**src/rtl/usb_devstate_pkg.sv**
```systemverilog
package usb_devstate_pkg;
  localparam int ST_W = 6;
  localparam int B_ATT = 0;
  localparam int B_DEF = 1;
  localparam int B_ADR = 2;
  localparam int B_CFG = 3;
  localparam int B_SUS = 4;
  localparam int B_RST = 5;

  typedef struct packed {
    logic bus_rst;
    logic susp;
    logic cfg;
    logic addr;
    logic dflt;
    logic att;
  } dev_status_t;
endpackage

```
**src/rtl/usbds_idle_timer.sv**
```systemverilog
module usbds_idle_timer #(
  parameter int IDLE_TICKS = 5
) (
  input  logic clk,
  input  logic rst_n,
  input  logic run_i,
  input  logic activity_i,
  input  logic tick_i,
  output logic expire_o
);
  localparam int CNT_W = $clog2(IDLE_TICKS + 1);
  localparam logic [CNT_W-1:0] LAST = CNT_W'(IDLE_TICKS - 1);

  logic [CNT_W-1:0] cnt_q;
  logic             at_last;

  assign at_last  = (cnt_q == LAST);
  assign expire_o = run_i & ~activity_i & tick_i & at_last;

  always_ff @(posedge clk or negedge rst_n) begin
    if (!rst_n) begin
      cnt_q <= '0;
    end else if (!run_i || activity_i) begin
      cnt_q <= '0;
    end else if (tick_i && !at_last) begin
      cnt_q <= cnt_q + 1'b1;
    end
  end
endmodule

```
**src/rtl/usbds_state_core.sv**
```systemverilog
module usbds_state_core
  import usb_devstate_pkg::*;
(
  input  logic        clk,
  input  logic        rst_n,
  input  logic        attach_i,
  input  logic        bus_reset_i,
  input  logic        activity_i,
  input  logic        expire_i,
  input  logic        addr_done_i,
  input  logic        cfg_set_i,
  input  logic        cfg_clr_i,
  output dev_status_t status_o
);
  logic rst_q, sus_q, cfg_q, adr_q, def_q;
  logic rst_d, sus_d, cfg_d, adr_d, def_d;

  always_comb begin
    rst_d = rst_q;
    sus_d = sus_q;
    cfg_d = cfg_q;
    adr_d = adr_q;
    def_d = def_q;
    if (!attach_i) begin
      rst_d = 1'b0;
      sus_d = 1'b0;
      cfg_d = 1'b0;
      adr_d = 1'b0;
      def_d = 1'b0;
    end else if (bus_reset_i) begin
      rst_d = 1'b1;
      def_d = 1'b1;
      adr_d = 1'b0;
      cfg_d = 1'b0;
      sus_d = 1'b0;
    end else begin
      rst_d = 1'b0;
      if (def_q && addr_done_i) adr_d = 1'b1;
      if (cfg_clr_i) cfg_d = 1'b0;
      else if (cfg_set_i && adr_q) cfg_d = 1'b1;
      if (sus_q && activity_i) sus_d = 1'b0;
      else if (expire_i) sus_d = 1'b1;
    end
  end

  always_ff @(posedge clk or negedge rst_n) begin
    if (!rst_n) begin
      rst_q <= 1'b0;
      sus_q <= 1'b0;
      cfg_q <= 1'b0;
      adr_q <= 1'b0;
      def_q <= 1'b0;
    end else begin
      rst_q <= rst_d;
      sus_q <= sus_d;
      cfg_q <= cfg_d;
      adr_q <= adr_d;
      def_q <= def_d;
    end
  end

  always_comb begin
    status_o.bus_rst = rst_q;
    status_o.susp    = sus_q;
    status_o.cfg     = cfg_q;
    status_o.addr    = adr_q;
    status_o.dflt    = def_q;
    status_o.att     = attach_i;
  end
endmodule

```
**src/rtl/usbds_change_notify.sv**
```systemverilog
module usbds_change_notify #(
  parameter int W = 6
) (
  input  logic         clk,
  input  logic         rst_n,
  input  logic [W-1:0] live_i,
  input  logic         clr_i,
  input  logic         en_i,
  output logic         flag_o,
  output logic         irq_o,
  output logic [W-1:0] snap_o
);
  logic         prime_q;
  logic         flag_q;
  logic [W-1:0] prev_q;
  logic [W-1:0] snap_q;
  logic         changed;

  assign changed = prime_q && (live_i != prev_q);

  always_ff @(posedge clk or negedge rst_n) begin
    if (!rst_n) begin
      prime_q <= 1'b0;
      prev_q  <= '0;
      flag_q  <= 1'b0;
      snap_q  <= '0;
    end else begin
      prime_q <= 1'b1;
      prev_q  <= live_i;
      if (changed) flag_q <= 1'b1;
      else if (clr_i) flag_q <= 1'b0;
      if (!flag_q) snap_q <= live_i;
    end
  end

  assign flag_o = flag_q;
  assign irq_o  = flag_q & en_i;
  assign snap_o = snap_q;
endmodule

```
**src/rtl/usb_devstate_tracker.sv**
```systemverilog
module usb_devstate_tracker
  import usb_devstate_pkg::*;
#(
  parameter int IDLE_MS = 5
) (
  input  logic            clk,
  input  logic            rst_n,
  input  logic            attach_i,
  input  logic            bus_reset_i,
  input  logic            bus_activity_i,
  input  logic            tick_1ms_i,
  input  logic            fw_addr_done_i,
  input  logic            fw_cfg_set_i,
  input  logic            fw_cfg_clr_i,
  input  logic            nonctl_status_req_i,
  input  logic            chg_irq_en_i,
  input  logic            chg_flag_clr_i,
  output logic [ST_W-1:0] status_o,
  output logic [ST_W-1:0] status_snap_o,
  output logic            chg_flag_o,
  output logic            irq_o,
  output logic            nonep0_gate_o,
  output logic            stall_req_o
);
  dev_status_t st;
  logic        idle_run;
  logic        idle_expire;

  assign idle_run = attach_i & st.dflt & ~st.susp & ~bus_reset_i;

  usbds_idle_timer #(.IDLE_TICKS(IDLE_MS)) idle_i (
    .clk        (clk),
    .rst_n      (rst_n),
    .run_i      (idle_run),
    .activity_i (bus_activity_i),
    .tick_i     (tick_1ms_i),
    .expire_o   (idle_expire)
  );

  usbds_state_core core_i (
    .clk         (clk),
    .rst_n       (rst_n),
    .attach_i    (attach_i),
    .bus_reset_i (bus_reset_i),
    .activity_i  (bus_activity_i),
    .expire_i    (idle_expire),
    .addr_done_i (fw_addr_done_i),
    .cfg_set_i   (fw_cfg_set_i),
    .cfg_clr_i   (fw_cfg_clr_i),
    .status_o    (st)
  );

  assign status_o = st;

  usbds_change_notify #(.W(ST_W)) notify_i (
    .clk    (clk),
    .rst_n  (rst_n),
    .live_i (status_o),
    .clr_i  (chg_flag_clr_i),
    .en_i   (chg_irq_en_i),
    .flag_o (chg_flag_o),
    .irq_o  (irq_o),
    .snap_o (status_snap_o)
  );

  assign nonep0_gate_o = st.cfg;
  assign stall_req_o   = nonctl_status_req_i & ~st.cfg;
endmodule

```
**config.mk**
```make
export PLATFORM = sky130hd
export DESIGN_NAME = usb_devstate_tracker
export DESIGN_NICKNAME = d
export VERILOG_FILES = /design/src/rtl/usb_devstate_pkg.sv /design/src/rtl/usbds_idle_timer.sv /design/src/rtl/usbds_state_core.sv /design/src/rtl/usbds_change_notify.sv /design/src/rtl/usb_devstate_tracker.sv
export SDC_FILE = /design/constraint.sdc
export NUM_CORES = 1
export LEC_CHECK = 0
export ABC_AREA = 1
export ABC_CLOCK_PERIOD_IN_PS = 1690
export BUFFER_PORTS_ARGS = -buffer_cell sky130_fd_sc_hd__clkbuf_2
export CAP_MARGIN = 40
export CORE_ASPECT_RATIO = 1.25
export CORE_UTILIZATION = 30
export CTS_CLUSTER_DIAMETER = 150
export CTS_CLUSTER_SIZE = 12
export DETAILED_ROUTE_END_ITERATION = 8
export HOLD_SLACK_MARGIN = 0.02
export PLACE_DENSITY = 0.48
export SLEW_MARGIN = 25
export SYNTH_ARGS = -nofsm -noshare
export SYNTH_HDL_FRONTEND = slang
export SYNTH_SLANG_ARGS = --single-unit
```
**constraint.sdc**
```tcl
create_clock -name clk -period 1.69 [get_ports clk]
set_input_delay 0.169 -clock clk [delete_from_list [all_inputs] [get_ports clk]]
set_output_delay 0.169 -clock clk [all_outputs]
set_load 0.05 [all_outputs]
```
== After elaboration in Yosys (flattened, before gate mapping) ==
Cells that the tools add are included.
Word-level totals
  register bits after elaboration: 22
  logic and storage cells: 58
Operators by class
  equal/unequal tests: 6
  reduce and logical (&&, ||, !) cells: 10
  bitwise logic cells: 12
  add/subtract/negate cells: 1
  mux-type cells: 19
Operators with widths (number)
  two-way mux 1 bit: 17
  AND 1 bit: 8
  inequality test 4 x 1 -> 1 bit, second input constant: 2
  two-way mux 3 bit: 2
  inequality test 6 bit: 1
  logical AND 1 bit: 5
  NOT 1 bit: 4
  nonzero test 2 bit: 2
  adder 3 x 1 -> 3 bit, second input constant: 1
  equality test 3 bit, second input constant: 1
  inequality test 3 x 1 -> 1 bit, second input constant: 1
  zero test 1 bit: 2
  inequality test 2 x 1 -> 1 bit, second input constant: 1
  logical OR 1 bit: 1

== Logic depth before layout (Yosys ltp) ==
Gate-level depths: netlist (run 1).
  depth after elaboration: 10
  gate-level depth with buffers: 8

== Hierarchy ==
Synthesis (run 1) repeated with hierarchy kept, for this count alone.
Second synthesis, totals
  cell total of the unflattened synthesis: 131
  area total of the unflattened synthesis: 1043.5 um^2
Modules (own cells, without submodules)
  usbds_change_notify: cells an instance 68, instances 1, area an instance 565.5 um^2
  usbds_state_core: cells an instance 27, instances 1, area an instance 234.0 um^2
  usbds_idle_timer: cells an instance 28, instances 1, area an instance 207.7 um^2
  usb_devstate_tracker: cells an instance 8, instances 1, area an instance 36.3 um^2

== Worst setup path before layout (run 1) ==
OpenSTA, ideal clock, no wires.
  path kind: register to output
  start point: register core_i.cfg_q
  end point: output port stall_req_o
  slack: 0.186 ns
  data required time: 1.521 ns
  arrival: 1.335 ns
  path buffers: 0
  cell stages (with the launch flop): 2
  path through: dfrtp_1 > nor2_1
Between the ends
  word-level cells in the longest chain between the ends: 2
RTL lines
  start, declared: RTL line usbds_state_core.sv:15  | logic rst_q, sus_q, cfg_q, adr_q, def_q;
  start signal, assigned: RTL line usbds_state_core.sv:56  | cfg_q <= cfg_d;
  NOT 1 bit: RTL line usb_devstate_tracker.sv:67  | assign stall_req_o = nonctl_status_req_i & ~st.cfg;
  AND 1 bit: RTL line usb_devstate_tracker.sv:67
  end, declared: RTL line usb_devstate_tracker.sv:23  | output logic stall_req_o
Every way passes these cells.

== Worst setup path in the final report (run 1) ==
  start point: register notify_i.flag_q, in the netlist notify_i.flag_o
  end point: output port irq_o
Between the ends
  word-level cells in the longest chain between the ends: 1
RTL lines
  start, declared: RTL line usbds_change_notify.sv:14  | logic flag_q;
  start signal, assigned: RTL line usbds_change_notify.sv:25  | flag_q <= 1'b0;
  start signal, assigned: RTL line usbds_change_notify.sv:30  | if (changed) flag_q <= 1'b1;
  start signal, assigned: RTL line usbds_change_notify.sv:31  | else if (clr_i) flag_q <= 1'b0;
  AND 1 bit: RTL line usbds_change_notify.sv:37  | assign irq_o = flag_q & en_i;
  end, declared: RTL line usb_devstate_tracker.sv:21  | output logic irq_o,
Every way passes these cells.

==> summary by stage, run 1 <==
Status
The run finished with clean final reports.

Placement
In this run the tool buffered the top-level ports with 27 buffer cells. The congestion estimate from routability-driven global placement came to around 0.67. Once detailed placement completed, the half-perimeter wirelength came to between 1000 and 1500 um.

Critical path
The standard cell with the maximum stage delay on the critical path is sky130_fd_sc_hd__dfrtp_1. The combined buffer and inverter count along the critical path is 2. The largest fanout of any net on the critical path is 15.

The worst setup path is captured at an output pin. At the worst endpoint, the arrival time is ~1.3 ns. The largest single stage delay on the critical path is approximately 0.6 ns. STA classifies the critical path startpoint as a flip-flop. Walking the worst path, the cells encountered are nand2_1 > inv_1 > clkbuf_2. The cell family contributing the most delay on the critical path is flip-flops. The critical path start-end classification is flip-flop to output pin. The required time of the critical path is 1.52 ns.

Synth
The post-synthesis cell type count is 19. The leading cell type by number of instances after synthesis is sky130_fd_sc_hd__nand2_1. The average footprint of a synthesized cell is ~8.6 um^2.

The post-synth design cell area is around 1000 um^2. The share of synthesized area in the top cell type comes to 0.537. The cell count after synthesis came out at between 100 and 150. Among all flip-flop cells after synthesis, the most frequent one is sky130_fd_sc_hd__dfrtp_1. The Yosys step of the flow raised 0 warnings. The share of the Yosys chip area taken by registers is 0.537. Ranked by instance count, the synthesized netlist is headed by 35 x sky130_fd_sc_hd__nand2_1, 22 x sky130_fd_sc_hd__dfrtp_1, 20 x sky130_fd_sc_hd__inv_1.

The number of nets handed over by synthesis was ~130. The async set or reset register ratio after synthesis is 1.00. In this run, synthesis inferred 0 flip-flops with an integrated enable. The top cell type by total area after synthesis is sky130_fd_sc_hd__dfrtp_1. In the post-synthesis netlist, the biggest area contributors are sky130_fd_sc_hd__dfrtp_1 54%, sky130_fd_sc_hd__nand2_1 13%, sky130_fd_sc_hd__inv_1 7.3%. Counting flops and latches in the post-synthesis netlist gives 22.

STA
The final cycle utilization of the critical path is 0.852. Setup repair after global routing left no endpoint under its margin. On the final layout, the worst clock skew is roughly 0.00059 ns. The count of endpoints failing hold in the final timing report is 0. In the final timing run, aggregate negative setup slack is 0 ns. The maximum frequency from static timing analysis is ~690 MHz. Measured against its own limit, the worst slew margin works out to 0.626. The final-report setup violation count is 0.

The number of pins exceeding their max-slew limit in the final report is 0. The actual slew at the worst max-slew pin is 0.561 ns. The time the final worst path needs with I/O delays and setup is around 1.4 ns.

Global routing
The met1 global-route usage is 0.138. The number of global-route vias before repair is 706. Entering global routing, the biggest net connects 23 pins. The initial antenna violation count came to 0. The first global-routing pass estimated 3050 um of wire. For this run, global-route usage on met2 was measured as 0.200. Global routing finished with a remaining overflow of 0. After global routing, the most crowded layer is met2. In the global route stage, met3 resource usage came out at 0.0203.

For this run, the total global-route usage over all layers was measured as 0.116.

Layout
The diode insertion count for antenna repair is 0. The relative area change from synthesis to final layout is 17.8%. In the final design database the tool counted between 150 and 200 nets. The fraction of layout cells with a size suffix above 1 is 0.287.

Detailed routing
The first-iteration detailed-routing DRC count is 7. The iteration count of the initial detailed-routing pass is 4. In the final routed layout, each cell accounts on average for around 9.8 um. Dividing the detail-routed via count by the number of cells gives 4.06. The routed wire length is roughly 1800 um. After detailed routing, the number of remaining DRC violations is 0.

The detail route stage leaves a number of antenna-violating nets equal to 0. The count of vias placed by the detailed router is between 700 and 800.

Clock tree
CTS built an H-tree with a depth of 1. The number of gates resized after CTS is 0. Clock latency on the worst-skew pair, taken at its later pin, is 0.25 ns.

The clock tree from TritonCTS is yes. The clock passes through at most 2 buffers. The total clock sinks is 22. TritonCTS created 3 clock buffers. The CTS root buffer is sky130_fd_sc_hd__clkbuf_8. Clock-pin slew was measured on the worst setup and hold paths at around 0.070 ns.

Power
VDD sags by at most approximately 0.36 mV. The cell leakage power is between 0.0006 and 0.0007 uW. In this run the power spent charging and discharging nets is ~320 uW.

The power density of the placed cells is just under 900 nW/um^2. The internal power of the cells totals approximately 760 uW. The share of total power dissipated in the clock network is 0.287. The share of total power consumed by net switching is 0.299.

The relative contribution of sequential cells to total power is 0.534. The share of total power dissipated in combinational logic is 0.178. The overall power is roughly 1100 uW.

Floorplanning
After floorplanning, the core was divided into 23 placement rows. The area of the die is around 3700 um^2. The floorplan step set the die width to around 54 um. The die is 67.3 um tall. The initial utilization of the core area, before any placement, comes to 0.318. The I/O pin count is 28. The region available for standard cell placement spans approximately 3200 um^2.

Worst hold path
The worst min-delay path category is primary input to flip-flop.

Flow run
The number of violations of the max-capacitance limit is 0.
[layout by cell type (no fill, tap or decap)]
cell and n:
sky130_fd_sc_hd__clkbuf_2 27, sky130_fd_sc_hd__nor3_2 1, sky130_fd_sc_hd__a21oi_2 2, sky130_fd_sc_hd__dfrtp_1 22
sky130_fd_sc_hd__nand3b_1 1, sky130_fd_sc_hd__clkbuf_8 3, sky130_fd_sc_hd__nand3_1 2, sky130_fd_sc_hd__nor2_1 8
sky130_fd_sc_hd__inv_1 20, sky130_fd_sc_hd__a21oi_1 2, sky130_fd_sc_hd__dlygate4sd3_1 1, sky130_fd_sc_hd__nand3_4 1
sky130_fd_sc_hd__nor2_4 2, sky130_fd_sc_hd__o21ai_2 1, sky130_fd_sc_hd__o21ai_0 7, sky130_fd_sc_hd__ha_1 2
sky130_fd_sc_hd__conb_1 1, sky130_fd_sc_hd__inv_2 4, sky130_fd_sc_hd__nand2_1 35, sky130_fd_sc_hd__nor3_1 1
[metal layers]
metal | up-vias | wire length, um
met5 | - | 0
met2 | 17 | 824
li1 | 397 | -
met4 | 0 | 12
met3 | 2 | 75
met1 | 315 | 842
[power by group through the flow]
stage | Sequential, uW | Combinational, uW | Clock [uW]
2_1_floorplan | 636 | 91.5 | 0
3_3_place_gp | 587 | 192 | 0
5_1_grt | 583 | 214 | 360
3_5_place_dp | 588 | 194 | 0
4_1_cts | 577 | 196 | 328
6_report | 577 | 193 | 310
[cells by family after synthesis]
logic type               Yosys count  synth area share
AO/OA/AOI/OAI                     12            0.0696
adder cells (fa/ha/maj)            2            0.0244
buffers and inverters             31             0.137
flip-flops                        22             0.537
other                              1           0.00366
AND/OR/NAND/NOR                   51             0.228
[final timing paths]
path / from / to / slack (ns) / cells after the start
max in group asynchronous: rst_n / notify_i.prime_q / 0.89 / 2
min in group asynchronous: rst_n / notify_i.snap_o[2] / 0.43 / 2
min: fw_cfg_clr_i / core_i.cfg_q / 0.07 / 2
min reg2reg: core_i.rst_q / notify_i.prev_q[5] / 0.44 / 0
max: notify_i.flag_o / irq_o / 0.25 / 3
max reg2reg: idle_i.cnt_q[0] / idle_i.cnt_q[0] / 0.33 / 8
[timing repair]
action	CTS	global route
setup buffers	0	0
endpoints found under the hold margin	22	0
hold buffers	1	0
[final cells by class]
class                           instances  area (um^2)
Inverter                               24         90.1
Fill cell                             346         2020
Tap cell                               37         46.3
Sequential cell                        22          551
Multi-Input combinational cell         66          334
Timing Repair Buffer                   28          145
Clock buffer                            3         41.3
[through the flow]
stage	hold WS (ns)	utilization	cell area (um^2)	setup WS [ns]	instances
floorplan	-0.127	-	1020	0.186	119
global route	0.0660	0.375	1210	0.117	180
detailed placement	0.185	0.359	1160	0.338	176
CTS	0.0676	0.375	1210	0.239	180
global placement	0.189	0.359	1160	0.465	176
finish	0.0741	0.375	1210	0.250	180
Power figures use the tool's default switching activity.
==> inputs of run 2 (changes only) <==
- ABC_AREA: 1 -> unset
==> summary by stage, run 2 <==
Layout
The library cell used most frequently in the layout, excluding fill and tap cells, is sky130_fd_sc_hd__clkbuf_2. The fraction of layout cells with a size suffix above 1 is 0.418. The number of antenna diodes in the final layout is 0. Leaving out fill and tap cells, the most frequent cells in the layout are 27 x sky130_fd_sc_hd__clkbuf_2, 22 x sky130_fd_sc_hd__dfrtp_1, 6 x sky130_fd_sc_hd__mux2_2, 6 x sky130_fd_sc_hd__xor2_1.

Relative to the synthesized area, the layout overhead comes to 21.4%. After the last flow step, the layout net total stands at 113.

Critical path
For the worst setup path, the data required time is 1.52 ns. The critical path goes through and2_1 > clkbuf_2. The cell family with the largest share of critical-path delay is flip-flops. The combined buffer and inverter count along the critical path is 1. The largest fanout of any net on the critical path is 9.

Among all stages on the critical path, the largest delay is contributed by sky130_fd_sc_hd__dfrtp_1. The data arrival at the endpoint of the critical path is ~1.3 ns. On the worst path, the slowest cell contributes a delay of ~0.58 ns. STA classifies the critical path startpoint as a flip-flop. STA classifies the critical path endpoint as an output pin. The critical path start-end classification is flip-flop to output pin.

Placement
Detailed placement finished with a half-perimeter wire length of 1140 um. The placer congestion estimate is about 0.63. The count of buffers from port buffering is 27.

Global routing
The aggregate global routing overflow is 0. The global routing usage summed across all routing layers is 0.112. The initial antenna violation count came to 0. The number of global-route vias before repair came to approximately 560. The largest net degree at the start of global routing is 23. The first global-routing pass estimated 2660 um of wire.

Clock tree
The clock tree from TritonCTS is yes. The number of gates resized after CTS is 0. The longest clock path from root to sink contains 2 buffers. Clock latency on the worst-skew pair, taken at its later pin, is 0.30 ns. The clock drives 22 sinks. The CTS root buffer is sky130_fd_sc_hd__clkbuf_4. After clock tree synthesis, the clock-pin slew on the worst setup and hold paths is 0.12 ns. The H-tree depth is 1. The total setup buffers inserted after CTS is 0.

Clock tree synthesis inserted a total of 3 buffers.

Detailed routing
The first TritonRoute pass finished after 4 iterations. After the first detailed-routing iteration, the DRC count stood at 4. In the routed design, unresolved DRC markers number 0. The average detailed-routed wire length per instance is 11.9 um. The routed wire length is 1600 um.

Once detail routing completed, the nets flagged for antenna violations numbered 0. Across all layers, the routed design uses between 500 and 600 vias. The average vias per placed instance is 4.44.

Synth
The average footprint of a synthesized cell is between 10 and 15 um^2. The number of enable flip-flop cells after synthesis is 0. In the post-synthesis netlist, the biggest area contributors are sky130_fd_sc_hd__dfrtp_1 60%, sky130_fd_sc_hd__mux2_2 7.3%, sky130_fd_sc_hd__xor2_1 5.7%. The area fraction of the dominant cell type after synthesis is 0.596. The cell area that synthesis handed to floorplanning was around 900 um^2. The share of the Yosys chip area taken by registers is 0.596. For this run, the number of Yosys warnings is 0. Counting every instance in the synthesized netlist gives roughly 70.

The flip-flop and latch count after synthesis is 22. By count the netlist is led by 22 x sky130_fd_sc_hd__dfrtp_1, 6 x sky130_fd_sc_hd__buf_4, 6 x sky130_fd_sc_hd__mux2_2, 6 x sky130_fd_sc_hd__xor2_1. The leading cell type by number of instances after synthesis is sky130_fd_sc_hd__dfrtp_1. The net count after synthesis is 85. The post-synthesis cell type count is 24. After synthesis, the share of flip-flops with an asynchronous set or reset is 1.00. The commonest register cell after synthesis is sky130_fd_sc_hd__dfrtp_1. Of all cell types, the one taking the most synthesized area is sky130_fd_sc_hd__dfrtp_1.

STA
The time the final worst path needs with I/O delays and setup is about 1.5 ns. The final-report setup violation count is 0. Setup repair after global routing left no endpoint under its margin.

Summed over all failing endpoints, the final setup total negative slack is 0 ns. The relative slew slack is 0.638. The maximum frequency from static timing analysis is around 670 MHz. The post-route clock skew is ~0.0086 ns. The final-layout worst hold slack is 0.0560 ns. The actual slew at the worst max-slew pin is 0.543 ns. The number of pins exceeding their max-slew limit in the final report is 0. The final cycle utilization of the critical path is 0.886. The count of endpoints failing hold in the final timing report came to 0.

Floorplanning
The die extent in x is between 50 and 60 um. The initial utilization of the core area, before any placement, comes to 0.314. The I/O pin count is 28. The area of the core region is roughly 3000 um^2.

The area of the die is roughly 3300 um^2. Row generation in the floorplan step produced 22 rows. The floorplan die height is 64.0 um.

Power
IR analysis of the VDD net gives a maximum drop of about 0.4 mV. The power density of the placed cells is roughly 950 nW/um^2. The analysis attributes to cell leakage a power of 0.000583 uW.

Status
The flow ran to the end, and the final reports show no timing, DRC or antenna violations.

Worst hold path
The worst min-delay path category is primary input to flip-flop.

Flow run
The number of violations of the max-capacitance limit is 0.
-- run 2: cell count changes in the layout (fill, tap and decap cells not counted), moves of 3 or more --
| cell | change |
|---|---|
| sky130_fd_sc_hd__inv_1 | -18 |
| sky130_fd_sc_hd__mux2_2 | +6 |
| sky130_fd_sc_hd__clkbuf_4 | +3 |
| sky130_fd_sc_hd__nand2_1 | -35 |
| sky130_fd_sc_hd__inv_2 | -4 |
| sky130_fd_sc_hd__xor2_1 | +6 |
| sky130_fd_sc_hd__nor2_1 | -4 |
| sky130_fd_sc_hd__o21ai_0 | -7 |
-- run 2: per-stage QoR --
step                      power, uW  cell area [um^2]  setup slack, ns  utilization  cells
after global routing           1140              1120           0.0619        0.381    134
final                          1070              1120            0.193        0.381    134
after CTS                      1090              1120            0.145        0.381    134
after global placement          791              1050            0.370        0.358    127
after detailed placement        793              1050            0.332        0.358    127
after floorplan                 735               923            0.140            -     71
-- run 2: logic make-up after synthesis --
family,count (synthesis),share of synthesized area
xor+xnor,7,0.0664
flops,22,0.596
buf+inv,9,0.0610
other cells,1,0.00406
fa+ha+maj,2,0.0271
mux,7,0.0840
compound gates,7,0.0474
simple gates,16,0.114
-- run 2: layer usage --
layer	up-vias	GRT usage	part of all wire
met3	2	0.0214	0.044
met2	12	0.166	0.52
met5	-	0	0
li1	286	-	-
met4	0	0.0608	0.0094
met1	295	0.152	0.43
-- run 2: worst reg2reg max path, delay by kind of cell, from the launching register on --
family          cells  cell delay (ns)
flops               1             0.40
compound gates      1             0.34
mux                 1             0.22
fa+ha+maj           1             0.21
buf+inv             1             0.06
simple gates        1             0.05
-- run 2: path summary, 6_finish.rpt --
path                                  from            endpoint  slack [ns]  cells after the start
setup / recovery           notify_i.flag_o               irq_o        0.19                      2
min in group asynchronous            rst_n  notify_i.snap_o[4]        0.36                      2
max in group asynchronous            rst_n        core_i.cfg_q        0.96                      2
hold reg to reg               core_i.rst_q  notify_i.prev_q[5]        0.47                      0
setup reg to reg           idle_i.cnt_q[0]     idle_i.cnt_q[1]        0.33                      5
hold / removal                    attach_i  notify_i.prev_q[0]        0.06                      1
-- run 2: what timing repair did --
| action | CTS | global route |
|---|---|---|
| setup endpoints to repair | 0 | 0 |
| hold buffers | 3 | 0 |
| hold endpoints to repair | 24 | 0 |
-- run 2: report_power, final --
part           internal (uW)  leakage [uW]  switching [uW]
Clock                    131     0.0000210             154
Sequential               554      0.000289            26.2
Combinational           63.8      0.000273             139
Total                    749      0.000583             319
-- run 2: cell type report --
type / count / area, um^2
clock buffer: 4 / 36.3
fill: 295 / 1820
inverter: 2 / 7.51
multi-input combinational: 40 / 317
sequential: 22 / 551
tap: 36 / 45.0
timing repair buffer: 30 / 165
